===== config.mk =====
export PLATFORM = sky130hd
export DESIGN_NAME = clk_ctl_unit
export DESIGN_NICKNAME = d
export VERILOG_FILES = /design/src/rtl/clk_ctl_pkg.sv /design/src/rtl/clk_dom_div.sv /design/src/rtl/clk_pin_mux.sv /design/src/rtl/clk_ctl_unit.sv
export SDC_FILE = /design/constraint.sdc
export NUM_CORES = 1
export LEC_CHECK = 0
export ABC_AREA = 1
export BUFFER_PORTS_ARGS = -buffer_cell sky130_fd_sc_hd__buf_2
export CORE_MARGIN = 5
export CORE_UTILIZATION = 45
export CTS_BUF_LIST = sky130_fd_sc_hd__clkbuf_4
export DETAILED_ROUTE_END_ITERATION = 12
export GPL_ROUTABILITY_DRIVEN = 0
export GPL_TIMING_DRIVEN = 0
export HOLD_SLACK_MARGIN = 0.08
export PLACE_DENSITY = 0.68
export SYNTH_ARGS = -nofsm -noshare
export SYNTH_HDL_FRONTEND = slang
export SYNTH_SLANG_ARGS = --single-unit

===== constraint.sdc =====
create_clock -name clk -period 1.9 [get_ports clk]
set_input_delay 0.38 -clock clk [delete_from_list [all_inputs] [get_ports clk]]
set_output_delay 0.38 -clock clk [all_outputs]
set_load 0.01 [all_outputs]

===== src/rtl/clk_ctl_pkg.sv =====
package clk_ctl_pkg;
   // Index of each source inside a four-way tick vector
   typedef enum logic [1:0] {
      SRC_EXT  = 2'd0,
      SRC_FAST = 2'd1,
      SRC_SLOW = 2'd2,
      SRC_AUX  = 2'd3
   } tsrc_e;
endpackage


===== src/rtl/clk_dom_div.sv =====
// One clock domain: source pick plus wrap counter; settings latched at wrap.
module clk_dom_div #(
   parameter int NSRC  = 2,
   parameter int CNT_W = 1,
   localparam int SEL_W = (NSRC > 1) ? $clog2(NSRC) : 1
) (
   input  logic             clk,
   input  logic             rst,
   input  logic [NSRC-1:0]  src_tick,
   input  logic [SEL_W-1:0] cfg_sel,
   input  logic [CNT_W-1:0] cfg_lim,
   output logic             en_o
);
   if (NSRC < 1) begin : g_bad_nsrc
      $error("clk_dom_div: NSRC must be at least 1");
   end
   if (CNT_W < 1) begin : g_bad_cnt
      $error("clk_dom_div: CNT_W must be at least 1");
   end

   logic [SEL_W-1:0] sel_q;
   logic [CNT_W-1:0] lim_q;
   logic [CNT_W-1:0] cnt_q;
   logic             tick;
   logic             at_lim;

   if (NSRC == 1) begin : g_single
      assign tick = src_tick[0];
   end else begin : g_mux
      logic [NSRC-1:0] hit;
      for (genvar g = 0; g < NSRC; g++) begin : g_src
         assign hit[g] = src_tick[g] && (sel_q == SEL_W'(g));
      end
      assign tick = |hit;
   end

   assign at_lim = (cnt_q == lim_q);
   assign en_o   = tick && at_lim;

   always_ff @(posedge clk) begin
      if (rst) begin
         cnt_q <= '0;
         sel_q <= cfg_sel;
         lim_q <= cfg_lim;
      end else if (tick) begin
         if (at_lim) begin
            cnt_q <= '0;
            sel_q <= cfg_sel;
            lim_q <= cfg_lim;
         end else begin
            cnt_q <= cnt_q + CNT_W'(1);
         end
      end
   end
endmodule


===== src/rtl/clk_pin_mux.sv =====
// Test pin source pick with release when the oscillator occupies the pin.
module clk_pin_mux #(
   parameter int NSRC = 4,
   localparam int SEL_W = (NSRC > 1) ? $clog2(NSRC) : 1
) (
   input  logic [NSRC-1:0]  src_tick,
   input  logic [SEL_W-1:0] sel,
   input  logic             owned,
   output logic             pin_out,
   output logic             pin_oe
);
   if (NSRC < 2) begin : g_bad_nsrc
      $error("clk_pin_mux: NSRC must be at least 2");
   end

   logic [NSRC-1:0] hit;
   for (genvar g = 0; g < NSRC; g++) begin : g_src
      assign hit[g] = src_tick[g] && (sel == SEL_W'(g));
   end

   assign pin_oe  = !owned;
   assign pin_out = !owned && (|hit);
endmodule


===== src/rtl/clk_ctl_unit.sv =====
module clk_ctl_unit
   import clk_ctl_pkg::*;
#(
   parameter int CPU_CODE_W    = 3,
   parameter int CPU_EXP_MAX   = 7,
   parameter int CPU_RSVD_CODE = 6,
   parameter int PRE_W         = 2
) (
   input  logic                  clk,
   input  logic                  rst,
   input  logic                  ext_tick,
   input  logic                  fast_tick,
   input  logic                  slow_tick,
   input  logic                  filt_tick,
   input  logic                  cpu_src_sel,
   input  logic [CPU_CODE_W-1:0] cpu_div_code,
   input  logic                  usb_src_sel,
   input  logic                  usb_half,
   input  logic [1:0]            cap_src_sel,
   input  logic [1:0]            itmr_src_sel,
   input  logic [PRE_W-1:0]      itmr_pre,
   input  logic [1:0]            pin_src_sel,
   input  logic                  xtal_owns_pin,
   output logic                  cpu_en,
   output logic                  usb_en,
   output logic                  cap_en,
   output logic                  itmr_en,
   output logic                  cpu_code_rsvd,
   output logic                  pin_out,
   output logic                  pin_oe
);
   localparam int CPU_CNT_W = CPU_EXP_MAX;

   if (CPU_EXP_MAX < 1 || CPU_EXP_MAX >= (1 << CPU_CODE_W)) begin : g_bad_exp
      $error("clk_ctl_unit: CPU_EXP_MAX must fit the divide code");
   end
   if (CPU_RSVD_CODE >= (1 << CPU_CODE_W)) begin : g_bad_rsvd
      $error("clk_ctl_unit: CPU_RSVD_CODE outside the code range");
   end
   if (PRE_W < 1) begin : g_bad_pre
      $error("clk_ctl_unit: PRE_W must be at least 1");
   end

   // Processor: exponent clamps to the top ratio from the reserved code upward
   logic [CPU_CODE_W-1:0]  cpu_n;
   logic [CPU_EXP_MAX:0]   cpu_pow;
   logic [CPU_CNT_W-1:0]   cpu_lim;
   always_comb begin
      cpu_n   = (cpu_div_code >= CPU_CODE_W'(CPU_RSVD_CODE))
                ? CPU_CODE_W'(CPU_EXP_MAX) : cpu_div_code;
      cpu_pow = (CPU_EXP_MAX+1)'(1) << cpu_n;
      cpu_lim = CPU_CNT_W'(cpu_pow - 1'b1);
   end
   assign cpu_code_rsvd = (cpu_div_code == CPU_CODE_W'(CPU_RSVD_CODE));

   clk_dom_div #(.NSRC(2), .CNT_W(CPU_CNT_W)) i_cpu_div (
      .clk     (clk),
      .rst     (rst),
      .src_tick({ext_tick, fast_tick}),
      .cfg_sel (cpu_src_sel),
      .cfg_lim (cpu_lim),
      .en_o    (cpu_en)
   );

   // USB: fast source always halved; external halved on request
   logic usb_lim;
   assign usb_lim = !usb_src_sel || usb_half;

   clk_dom_div #(.NSRC(2), .CNT_W(1)) i_usb_div (
      .clk     (clk),
      .rst     (rst),
      .src_tick({ext_tick, fast_tick}),
      .cfg_sel (usb_src_sel),
      .cfg_lim (usb_lim),
      .en_o    (usb_en)
   );

   // Capture: source pick only, top code repeats the slow source
   logic [3:0] cap_src;
   always_comb begin
      cap_src           = '0;
      cap_src[SRC_EXT]  = ext_tick;
      cap_src[SRC_FAST] = fast_tick;
      cap_src[SRC_SLOW] = slow_tick;
      cap_src[SRC_AUX]  = slow_tick;
   end

   clk_dom_div #(.NSRC(4), .CNT_W(1)) i_cap_div (
      .clk     (clk),
      .rst     (rst),
      .src_tick(cap_src),
      .cfg_sel (cap_src_sel),
      .cfg_lim (1'b0),
      .en_o    (cap_en)
   );

   // Interval timer: auxiliary source is the capture enable
   logic [3:0] itmr_src;
   always_comb begin
      itmr_src           = '0;
      itmr_src[SRC_EXT]  = ext_tick;
      itmr_src[SRC_FAST] = fast_tick;
      itmr_src[SRC_SLOW] = slow_tick;
      itmr_src[SRC_AUX]  = cap_en;
   end

   clk_dom_div #(.NSRC(4), .CNT_W(PRE_W)) i_itmr_div (
      .clk     (clk),
      .rst     (rst),
      .src_tick(itmr_src),
      .cfg_sel (itmr_src_sel),
      .cfg_lim (itmr_pre),
      .en_o    (itmr_en)
   );

   // Test pin
   logic [3:0] pin_src;
   always_comb begin
      pin_src           = '0;
      pin_src[SRC_EXT]  = filt_tick;
      pin_src[SRC_FAST] = fast_tick;
      pin_src[SRC_SLOW] = slow_tick;
      pin_src[SRC_AUX]  = cpu_en;
   end

   clk_pin_mux #(.NSRC(4)) i_pin_mux (
      .src_tick(pin_src),
      .sel     (pin_src_sel),
      .owned   (xtal_owns_pin),
      .pin_out (pin_out),
      .pin_oe  (pin_oe)
   );
endmodule


# == Yosys cells after proc, flatten, opt, wreduce, memory -nomap -nowiden ==
# Index checks and enable logic that the tools add are counted.
# word_totals
output_inout_bits,7
reg_bits,27
# classes
shifts,1
addsub,5
bitwise,3
n_mux,26
magnitude_cmp,1
reduce_logical,44
n_eq_ne,13
# op_table
cell,count
$mux 7,4
$logic_and 1x1->1,21
$mux 2,10
$reduce_bool 2->1,8
$eq 2x2->1 const B,6
$reduce_or 4->1,3
$mux 1,11
$reduce_and 2->1,4
$add 7x1->7 const B,1
$eq 7x7->1,1
$shl 1x3->7 const A,1
$sub 7x1->7 const B,1
$eq 2x1->1 const B,3
$logic_not 2->1,3
$reduce_or 2->1,2
$eq 3x3->1 const B,1
$ge 3x3->1 const B,1
$mux 3,1
$not 1->1,3
$add 1x1->1 const B,2
$add 2x1->2 const B,1
$eq 2x2->1,1
$logic_not 1->1,2
$eq 1x1->1,1
$logic_or 1x1->1,1

# == Longest topological paths before layout ==
# Gate-level depths: netlist (run 1).
# depth
depth_word,8
mapped_depth,10
mapped_depth_nobuf,10

# == Hierarchy ==
# A second synthesis (run 1) with hierarchy kept.
# unflattened
cells_unflattened,209
area_unflattened_um2,1582.8
# by_module_without_submodules
mod,cells_per_inst,n_inst,area_per_inst_um2
clk_dom_div at i_cpu_div,87,1,733.2
clk_dom_div at i_itmr_div,51,1,366.6
clk_dom_div at i_cap_div,23,1,203.9
clk_dom_div at i_usb_div,20,1,162.7
clk_ctl_unit,16,1,67.6
clk_pin_mux,12,1,48.8

# == Least setup slack after synthesis (run 1) ==
# No wires, ideal clock.
# synth_path
path_type,reg-to-output
from,register i_cpu_div.sel_q
to,output port pin_out
stages_incl_launch_ff,8
path_buffers,0
arrival_ns,1.086
slack_ns,0.434
t_required_ns,1.520
path_cell_list,edfxtp_1 -> inv_1 -> nand2_2 -> nand2_4 -> nand2_2 -> nor2_2 -> nand3_1 -> a21oi_1
# synth_via
elab_chain_len,7
word_cells_on_any_way,8
cone_classes,bitwise: 1; reduce/logical: 7
# synth_rtl
element,line_no,source
"start, declared",clk_dom_div.sv:21,logic [SEL_W-1:0] sel_q;
"start signal, assigned",clk_dom_div.sv:43,sel_q <= cfg_sel;
"start signal, assigned",clk_dom_div.sv:48,sel_q <= cfg_sel;
$not 1->1,clk_dom_div.sv:32,assign hit[g] = src_tick[g] && (sel_q == SEL_W'(g));
$logic_and 1x1->1,clk_dom_div.sv:32,
$reduce_or 2->1 (*),clk_dom_div.sv:34,assign tick = |hit;
$logic_and 1x1->1 (*),clk_dom_div.sv:38,assign en_o = tick && at_lim;
$logic_and 1x1->1 (*),clk_pin_mux.sv:18,assign hit[g] = src_tick[g] && (sel == SEL_W'(g));
$reduce_or 4->1 (*),clk_pin_mux.sv:22,assign pin_out = !owned && (|hit);
$logic_and 1x1->1 (*),clk_pin_mux.sv:22,
"end, declared",clk_ctl_unit.sv:29,"output logic pin_out,"
# Mark *: on every way between the ends. The rest lies on a longest branch, timed or not.

# == Worst setup path after layout (run 1) ==
# layout_path
from,register i_cpu_div.lim_q[6]
to,output port pin_out
# layout_via
elab_chain_len,5
# layout_rtl
element,line_no,source
"start, declared",clk_dom_div.sv:22,logic [CNT_W-1:0] lim_q;
"start signal, assigned",clk_dom_div.sv:44,lim_q <= cfg_lim;
"start signal, assigned",clk_dom_div.sv:49,lim_q <= cfg_lim;
$eq 7x7->1,clk_dom_div.sv:37,assign at_lim = (cnt_q == lim_q);
$logic_and 1x1->1,clk_dom_div.sv:38,
$logic_and 1x1->1,clk_pin_mux.sv:18,
$reduce_or 4->1,clk_pin_mux.sv:22,
$logic_and 1x1->1,clk_pin_mux.sv:22,
# Every way passes these cells.

==> results of run 1 <==
synthesized netlist by cell type:
cell and n:
a21oi_1 7, a21oi_2 1, clkbuf_1 1, clkinv_1 1, dfxtp_1 10, edfxtp_1 16
ha_1 2, inv_1 30, inv_2 1, nand2_1 31, nand2_2 3, nand2_4 3
nand3_1 10, nand3b_1 1, nand4_1 4, nor2_1 12, nor2_2 5, nor2_4 1
nor3_2 2, o211ai_1 1, o21ai_0 5, o21bai_2 1, or2_2 1, xnor2_1 6
xor2_1 2
cells by family after synthesis:
group                    after synthesis  synth area share [%]
AO/OA/AOI/OAI                         15                  6.48
XOR/XNOR                               8                  5.18
adder cells (fa/ha/maj)                2                  1.85
buffers and inverters                 33                  9.16
flip-flops                            26                  50.3
AND/OR/NAND/NOR                       73                  27.0
power by group through the flow:
stage	Combinational (W)	Clock, W	Sequential (W)
after floorplan	0.000128	0	0.000673
after global placement	0.000177	0	0.000677
after detailed placement	0.000185	0	0.000679
after CTS	0.000196	0.000246	0.000667
after global routing	0.000237	0.000272	0.000671
final	0.000210	0.000234	0.000666
through the flow:
stage / total power [W] / instance area, um^2
final: 0.00111 / 1630
after global routing: 0.00118 / 1630
after CTS: 0.00111 / 1590
after detailed placement: 0.000864 / 1530
after global placement: 0.000854 / 1530
after floorplan: 0.000801 / 1350
area by class of cell:
type,instances,area share [%]
sequential,26,42.0
multi-input combinational,98,36.3
timing repair buffer,31,10.1
inverter,32,7.36
tap,31,2.38
clock buffer,3,1.38
clock inverter,1,0.230
buffer,1,0.230
flip-flops by register name, summed over array words and instances, names as in the netlist:
name,cells
i_cap_div.sel_q,2
i_cpu_div.cnt_q,7
i_cpu_div.lim_q,7
i_cpu_div.sel_q,1
i_itmr_div.cnt_q,2
i_itmr_div.lim_q,2
i_itmr_div.sel_q,2
i_usb_div.cnt_q,1
i_usb_div.lim_q,1
i_usb_div.sel_q,1
repair_timing:
item	CTS	global route
pin swaps	9	7
buffers inserted	1	3
endpoints found under the setup margin	2	2
gates resized for setup	10	4
final timing paths:
path | from | to | cells past startpoint
min | itmr_pre[1] | i_itmr_div.lim_q[1] | 1
max | i_cpu_div.lim_q[6] | pin_out | 6
min reg2reg | i_usb_div.cnt_q | i_usb_div.cnt_q | 2
max reg2reg | i_cpu_div.cnt_q[3] | i_cpu_div.sel_q | 6
metal layers:
metal | GRT usage [%] | vias up | routed length, um
li1 | - | 569 | -
met1 | 13.2 | 482 | 967
met2 | 23.5 | 26 | 1260
met3 | 3.45 | 4 | 173
met4 | 3.96 | 0 | 31
met5 | 0 | - | 0
==> tab_implementation.tex, run 1 <==
\begin{tabular}{lr}
\hline
Metric & Value \\
\hline
\multicolumn{2}{l}{\textbf{Timing}} \\
Final slew viol count & 0 \\
Number of failing setup endpoints in the final timing report & 0 \\
Worst slew slack as a fraction of its limit & 77.3\% \\
Hold Vio Cnt, Final & 0 \\
Unrepaired setup endpoints after global routing & yes \\
Final setup margin & 0.0210 ns \\
Slew at the pin closest to its max-slew limit & between 0.3 and 0.4 ns \\
Setup clock skew after layout & between 0.01 and 0.015 ns \\
Final-layout setup total negative slack & 0 ns \\
Final hold slack & 0.224 ns \\
Min Tclk post-route & around 1.9 ns \\
Part of the cycle the worst path needs & 98.9\% \\
Maximum clock frequency & approximately 530 MHz \\
\multicolumn{2}{l}{\textbf{Die}} \\
IO Pins & 28 \\
Die Span Y & 64.8 um \\
Standard cell core area & 2830 um\^{}2 \\
Starting density of the core & a little under half \\
Count of standard-cell rows & 19 \\
Overall die width & around 65 um \\
Floorplan die area & between 4000 and 5000 um\^{}2 \\
\multicolumn{2}{l}{\textbf{Critical path}} \\
Total buffers and inverters traversed by the critical path & 1 \\
Worst path top cell family by delay & flip-flops \\
Flop-to-flop setup slack & roughly 0.43 ns \\
Worst setup EP type & primary output \\
Critical path launch point type & flop \\
Cells along the critical path & xnor2\_1 -> nand2\_1 -> nor2\_4 -> nand3\_2 -> a21oi\_2 -> buf\_2 \\
Critical path class & flop to primary output \\
Top fanout value on the critical path & 2 \\
Data arrival at the endpoint of the critical path & approximately 1.5 ns \\
Cell with the largest stage delay on the worst path & edfxtp\_1 \\
Worst stage delay on the critical path & 0.40 ns \\
Data required time at the worst endpoint & about 1.5 ns \\
\multicolumn{2}{l}{\textbf{Cells and area}} \\
Layout Nets & between 200 and 250 \\
Multi-input gate area in the final layout & roughly 590 um\^{}2 \\
Sequential cell area & between 600 and 700 um\^{}2 \\
Most used cells in the layout excluding fill and tap cells & inv\_1, nand2\_1, buf\_2 \\
Most common cell after layout, fill and taps aside & inv\_1 \\
Share of final-layout standard cells stronger than drive strength 1 & a little under a third \\
End-of-flow core utilization & between 50\% and 60\% \\
Area added between synthesis and finish & 20.6\% \\
Final instance count without filler cells & between 200 and 250 \\
Antenna Cells & 0 \\
Filler cells & about 270 \\
\multicolumn{2}{l}{\textbf{Drt}} \\
Average vias per placed instance & a little under 5 \\
Wire length after detailed routing & between 2000 and 2500 um \\
Via count of the routed design & around 1100 \\
Pre-Repair DR Iteration Count & 4 \\
Post-DRT Antenna Nets & 0 \\
DR iter-0 viols & between 60 and 70 \\
Total DRC errors in the routed layout & 0 \\
Routed wirelength normalized by instance count & between 10 and 15 um \\
\multicolumn{2}{l}{\textbf{CTS}} \\
Worst skew pair latency & $\sim$0.32 ns \\
Root buffer cell & clkbuf\_4 \\
Quantity of hold-fixing buffers added after cts & 0 \\
H-tree lvl count & 1 \\
Sink Count & 26 \\
Total CTS buffers & 3 \\
TritonCTS clock tree & yes \\
CTS clk-pin slew, worst paths & 0.14 ns \\
Worst-case clock buffer depth & 2 \\
\multicolumn{2}{l}{\textbf{Power}} \\
VDD IR-drop max & around 0.00041 V \\
Clock network fraction of total power & about a fifth \\
Total net switching power & 0.000302 W \\
PD cells & 680 nW/um\^{}2 \\
Fraction of power spent switching nets & about 27\% \\
Share of total power in sequential cells & 60.0\% \\
Leakage power figure & a little under 0.8 nW \\
Share of total power in combinational logic & a little under a fifth \\
Int Power & between 0.0008 and 0.0009 W \\
\multicolumn{2}{l}{\textbf{Yosys}} \\
Synth area leaders & edfxtp\_1, dfxtp\_1, nand2\_1 \\
Cell count after synthesis & about 160 \\
Post-synthesis cell type count & 25 \\
Flip-flop and latch count after synthesis & 26 \\
Fraction of the yosys area taken by sequential cells & 50.3\% \\
Post-synth design cell area & roughly 1400 um\^{}2 \\
Avg Synthesized Cell Area & around 8.6 um\^{}2 \\
Net count of the mapped netlist & 180 \\
Area fraction of the dominant cell type after synthesis & 35.5\% \\
YS warnings & 0 \\
Leading area contributor after synthesis & edfxtp\_1 \\
\multicolumn{2}{l}{\textbf{Status}} \\
Run status & complete, no violations \\
\multicolumn{2}{l}{\textbf{Placement}} \\
Buffers added on ports & 27 \\
Placed wire-length estimate after detailed placement & 1900 um \\
Worst slack at placement & 0.196 ns \\
Number of placed instances, taps included & 215 \\
\multicolumn{2}{l}{\textbf{GRT}} \\
Initial antenna violation count & 0 \\
Maximum number of pins on one net before global-route repair & 15 \\
Grt total ovfl & 0 \\
Overall global routing resource usage & roughly 12\% \\
Vias in the first global route & 1035 \\
First-pass GRT wire length & a little over 4000 um \\
\multicolumn{2}{l}{\textbf{Run}} \\
Max-cap violation count & 0 \\
\multicolumn{2}{l}{\textbf{Hold path}} \\
Tightest Hold Check Type & primary input to flop \\
\hline
\end{tabular}
(Power assumes the default switching activity.)
==> inputs of run 2 (changes only) <==
--- a/config.mk
+++ b/config.mk
@@ -9,2 +9,3 @@
 export BUFFER_PORTS_ARGS = -buffer_cell sky130_fd_sc_hd__buf_2
+export CORE_ASPECT_RATIO = 0.9
 export CORE_MARGIN = 5
--- a/constraint.sdc
+++ b/constraint.sdc
@@ -3,2 +3,2 @@
 set_output_delay 0.38 -clock clk [all_outputs]
-set_load 0.01 [all_outputs]
+set_load 0.1 [all_outputs]
==> run 2 against run 1 <==
  * The run now ends with negative setup slack left
  * Clock power barely moved
  * Combinational power grew 64%
  * Non-clock buffer count up 5
==> tab_implementation.tex, run 2 (synthesis gave the netlist of run 1 again) <==
\begin{tabular}{lr}
\hline
Metric & Value \\
\hline
\multicolumn{2}{l}{\textbf{GRT}} \\
Overall global routing resource usage & 13.2\% (+0.84 points) \\
Met1 Usage GRT & 12.6\% (-0.54 points) \\
M2 GR Usage & 27.0\% (+3.5 points) \\
GR Layer Usage met3 & 4.50\% (+1.0 points) \\
Grt total ovfl & 0 (unchanged) \\
Vias in the first global route & 1068 (+3.2\%) \\
Layer carrying the most global-route usage & met2 \\
Maximum number of pins on one net before global-route repair & 15 (unchanged) \\
Initial antenna violation count & 0 (unchanged) \\
First-pass GRT wire length & 4130 um (-0.34\%) \\
\multicolumn{2}{l}{\textbf{Timing}} \\
Slew at the pin closest to its max-slew limit & 0.486 ns (+0.148 ns) \\
Worst slew slack as a fraction of its limit & 67.8\% (-9.4 points) \\
Hold Vio Cnt, Final & 0 (unchanged) \\
Number of failing setup endpoints in the final timing report & 1 (+1) \\
Unrepaired setup endpoints after global routing & yes \\
Part of the cycle the worst path needs & 101\% (+2.2 points) \\
Maximum clock frequency & 521 MHz (-2.2\%) \\
Setup clock skew after layout & 0.00527 ns (-0.00530 ns) \\
Final slew viol count & 0 (unchanged) \\
Final setup margin & -0.0211 ns (-0.0421 ns) \\
Min Tclk post-route & 1.92 ns (+0.0420 ns) \\
Final hold slack & 0.228 ns (+0.00482 ns) \\
\multicolumn{2}{l}{\textbf{CTS}} \\
Total CTS buffers & 3 (unchanged) \\
Quantity of hold-fixing buffers added after cts & 0 (unchanged) \\
Worst-case clock buffer depth & 2 (unchanged) \\
CTS clk-pin slew, worst paths & 0.13 ns (about the same) \\
TritonCTS clock tree & yes \\
H-tree lvl count & 1 (unchanged) \\
Root buffer cell & clkbuf\_4 \\
Sink Count & 26 (unchanged) \\
Worst skew pair latency & 0.31 ns (about the same) \\
\multicolumn{2}{l}{\textbf{Die}} \\
Overall die width & 67.8 um (+4.6\%) \\
Standard cell core area & 2820 um\^{}2 (-0.49\%) \\
IO Pins & 28 (unchanged) \\
Floorplan die area & 4200 um\^{}2 (about the same) \\
Die Span Y & 62.0 um (-4.3\%) \\
Count of standard-cell rows & 18 (-1) \\
Starting density of the core & 48.0\% (+0.23 points) \\
\multicolumn{2}{l}{\textbf{Run}} \\
Max-cap violation count & 0 (unchanged) \\
\multicolumn{2}{l}{\textbf{Hold path}} \\
Tightest Hold Check Type & primary input to flop \\
\multicolumn{2}{l}{\textbf{Critical path}} \\
Data arrival at the endpoint of the critical path & 1.54 ns (+0.04 ns) \\
Worst path top cell family by delay & flip-flops \\
Total buffers and inverters traversed by the critical path & 1 (unchanged) \\
Reg-to-Reg Start & i\_cpu\_div.lim\_q[3] \\
Critical path class & flop to primary output \\
Critical path launch point type & flop \\
Cells along the critical path & xnor2\_1 -> nand2\_1 -> nor2\_4 -> nand3\_2 -> a21oi\_4 -> buf\_12 \\
Worst setup EP type & primary output \\
Cell with the largest stage delay on the worst path & edfxtp\_1 \\
Timing endpoint of the critical path & pin\_out \\
Worst stage delay on the critical path & 0.41 ns (about the same) \\
Launch point of the critical path & i\_cpu\_div.lim\_q[2] \\
Worst Reg2Reg Path Length in Cells & 6 (unchanged) \\
Top fanout value on the critical path & 2 (unchanged) \\
Depth of the critical timing path with buffers and inverters included & 6 (unchanged) \\
Endpoint of the worst register-to-register path & i\_cpu\_div.lim\_q[5] \\
Flop-to-flop setup slack & 0.43 ns (about the same) \\
Data required time at the worst endpoint & 1.52 ns (about the same) \\
\multicolumn{2}{l}{\textbf{Power}} \\
Share of total power in sequential cells & 53.7\% (-6.3 points) \\
Total net switching power & 0.000396 W (+31\%) \\
Fraction of power spent switching nets & 31.9\% (+4.7 points) \\
Share of total power in combinational logic & 27.7\% (+8.8 points) \\
Total chip power & 0.00124 W (+12\%) \\
Clock network fraction of total power & 18.6\% (-2.5 points) \\
PD cells & 702 nW/um\^{}2 (+3.2\%) \\
VDD IR-drop max & 0.000333 V (-18\%) \\
Leakage power figure & 0.824 nW (+5.7\%) \\
Int Power & 0.000845 W (+4.5\%) \\
\multicolumn{2}{l}{\textbf{Cells and area}} \\
Most used cells in the layout excluding fill and tap cells & inv\_1, nand2\_1, buf\_2 \\
Area added between synthesis and finish & 30.6\% \\
Final Cell Area & 1770 um\^{}2 (+8.3\%) \\
Layout Nets & 221 (+2.3\%) \\
Antenna Cells & 0 (unchanged) \\
End-of-flow core utilization & 62.8\% (+5.1 points) \\
Share of final-layout standard cells stronger than drive strength 1 & 38.1\% (+6.3 points) \\
Registers with the most flip-flops & i\_cpu\_div.cnt\_q: 7 flops, i\_cpu\_div.lim\_q: 7 flops \\
\multicolumn{2}{l}{\textbf{Placement}} \\
Cell Area, Placed & 1550 um\^{}2 (+1.8\%) \\
Placed wire-length estimate after detailed placement & 1980 um (+4.2\%) \\
Buffers added on ports & 27 (unchanged) \\
\multicolumn{2}{l}{\textbf{Drt}} \\
Via count of the routed design & 1106 (+2.3\%) \\
Total DRC errors in the routed layout & 0 (unchanged) \\
Wire length after detailed routing & 2580 um (+6.1\%) \\
Average vias per placed instance & 4.67 (-3.7\%) \\
Pre-Repair DR Iteration Count & 4 (unchanged) \\
DR iter-0 viols & 37 (-46\%) \\
Routed wirelength normalized by instance count & 10.9 um (-0.19\%) \\
Post-DRT Antenna Nets & 0 (unchanged) \\
\multicolumn{2}{l}{\textbf{Status}} \\
Failing checks & negative setup slack \\
Run status & complete, but fails checks \\
\hline
\end{tabular}
-- run 2: cell types whose count changed in the layout (fill, tap and decap cells not counted), moves of 2 or more --
cell     previous run  this run
buf_2              27        22
buf_4               4         9
buf_12              0         3
inv_1              30        28
nand3_2             1         3
nor2_1             12        10
nor2_2              3         5
-- run 2: cell type report --
class	count	area (um^2)
Tap cell	40	50.0
Timing Repair Buffer	36	256
Clock inverter	1	3.75
Fill cell	228	1050
Sequential cell	26	687
Multi-Input combinational cell	98	621
Clock buffer	3	22.5
Buffer	1	3.75
Inverter	32	123
-- run 2: per-layer routing --
| layer | wire, um | up-vias |
|---|---|---|
| met1 | 1000 | 495 |
| li1 | - | 575 |
| met4 | 49 | 0 |
| met5 | 0 | - |
| met3 | 189 | 6 |
| met2 | 1340 | 30 |
-- run 2: how the worst min path moves through the flow --
stage	cells after the start	from	endpoint
2_1_floorplan	2	i_usb_div.cnt_q	i_usb_div.cnt_q
3_3_place_gp	2	i_usb_div.cnt_q	i_usb_div.cnt_q
3_5_place_dp	2	i_usb_div.cnt_q	i_usb_div.cnt_q
4_1_cts	1	itmr_pre[0]	i_itmr_div.lim_q[0]
5_1_grt	1	itmr_pre[1]	i_itmr_div.lim_q[1]
6_report	1	itmr_pre[0]	i_itmr_div.lim_q[0]
-- run 2: stage by stage --
step | TNS, ns | instances | setup slack, ns
6_report | -0.0211 | 237 | -0.0211
5_1_grt | -0.291 | 237 | -0.147
4_1_cts | -0.124 | 233 | -0.124
3_5_place_dp | -0.138 | 224 | -0.136
3_3_place_gp | -0.117 | 224 | -0.117
2_1_floorplan | -0.233 | 157 | -0.233
-- run 2: power by group through the flow --
stage | Combinational, W | Sequential [W] | Clock, W
5_1_grt | 0.000372 | 0.000670 | 0.000268
2_1_floorplan | 0.000216 | 0.000673 | 0
6_report | 0.000344 | 0.000666 | 0.000231
4_1_cts | 0.000318 | 0.000665 | 0.000247
3_5_place_dp | 0.000276 | 0.000678 | 0
3_3_place_gp | 0.000265 | 0.000677 | 0
-- run 2: repair_timing --
action / CTS / global route
endpoints found under the setup margin: 4 / 5
setup buffers: 5 / 4
pin swaps: 9 / 7
gates resized for setup: 23 / 14
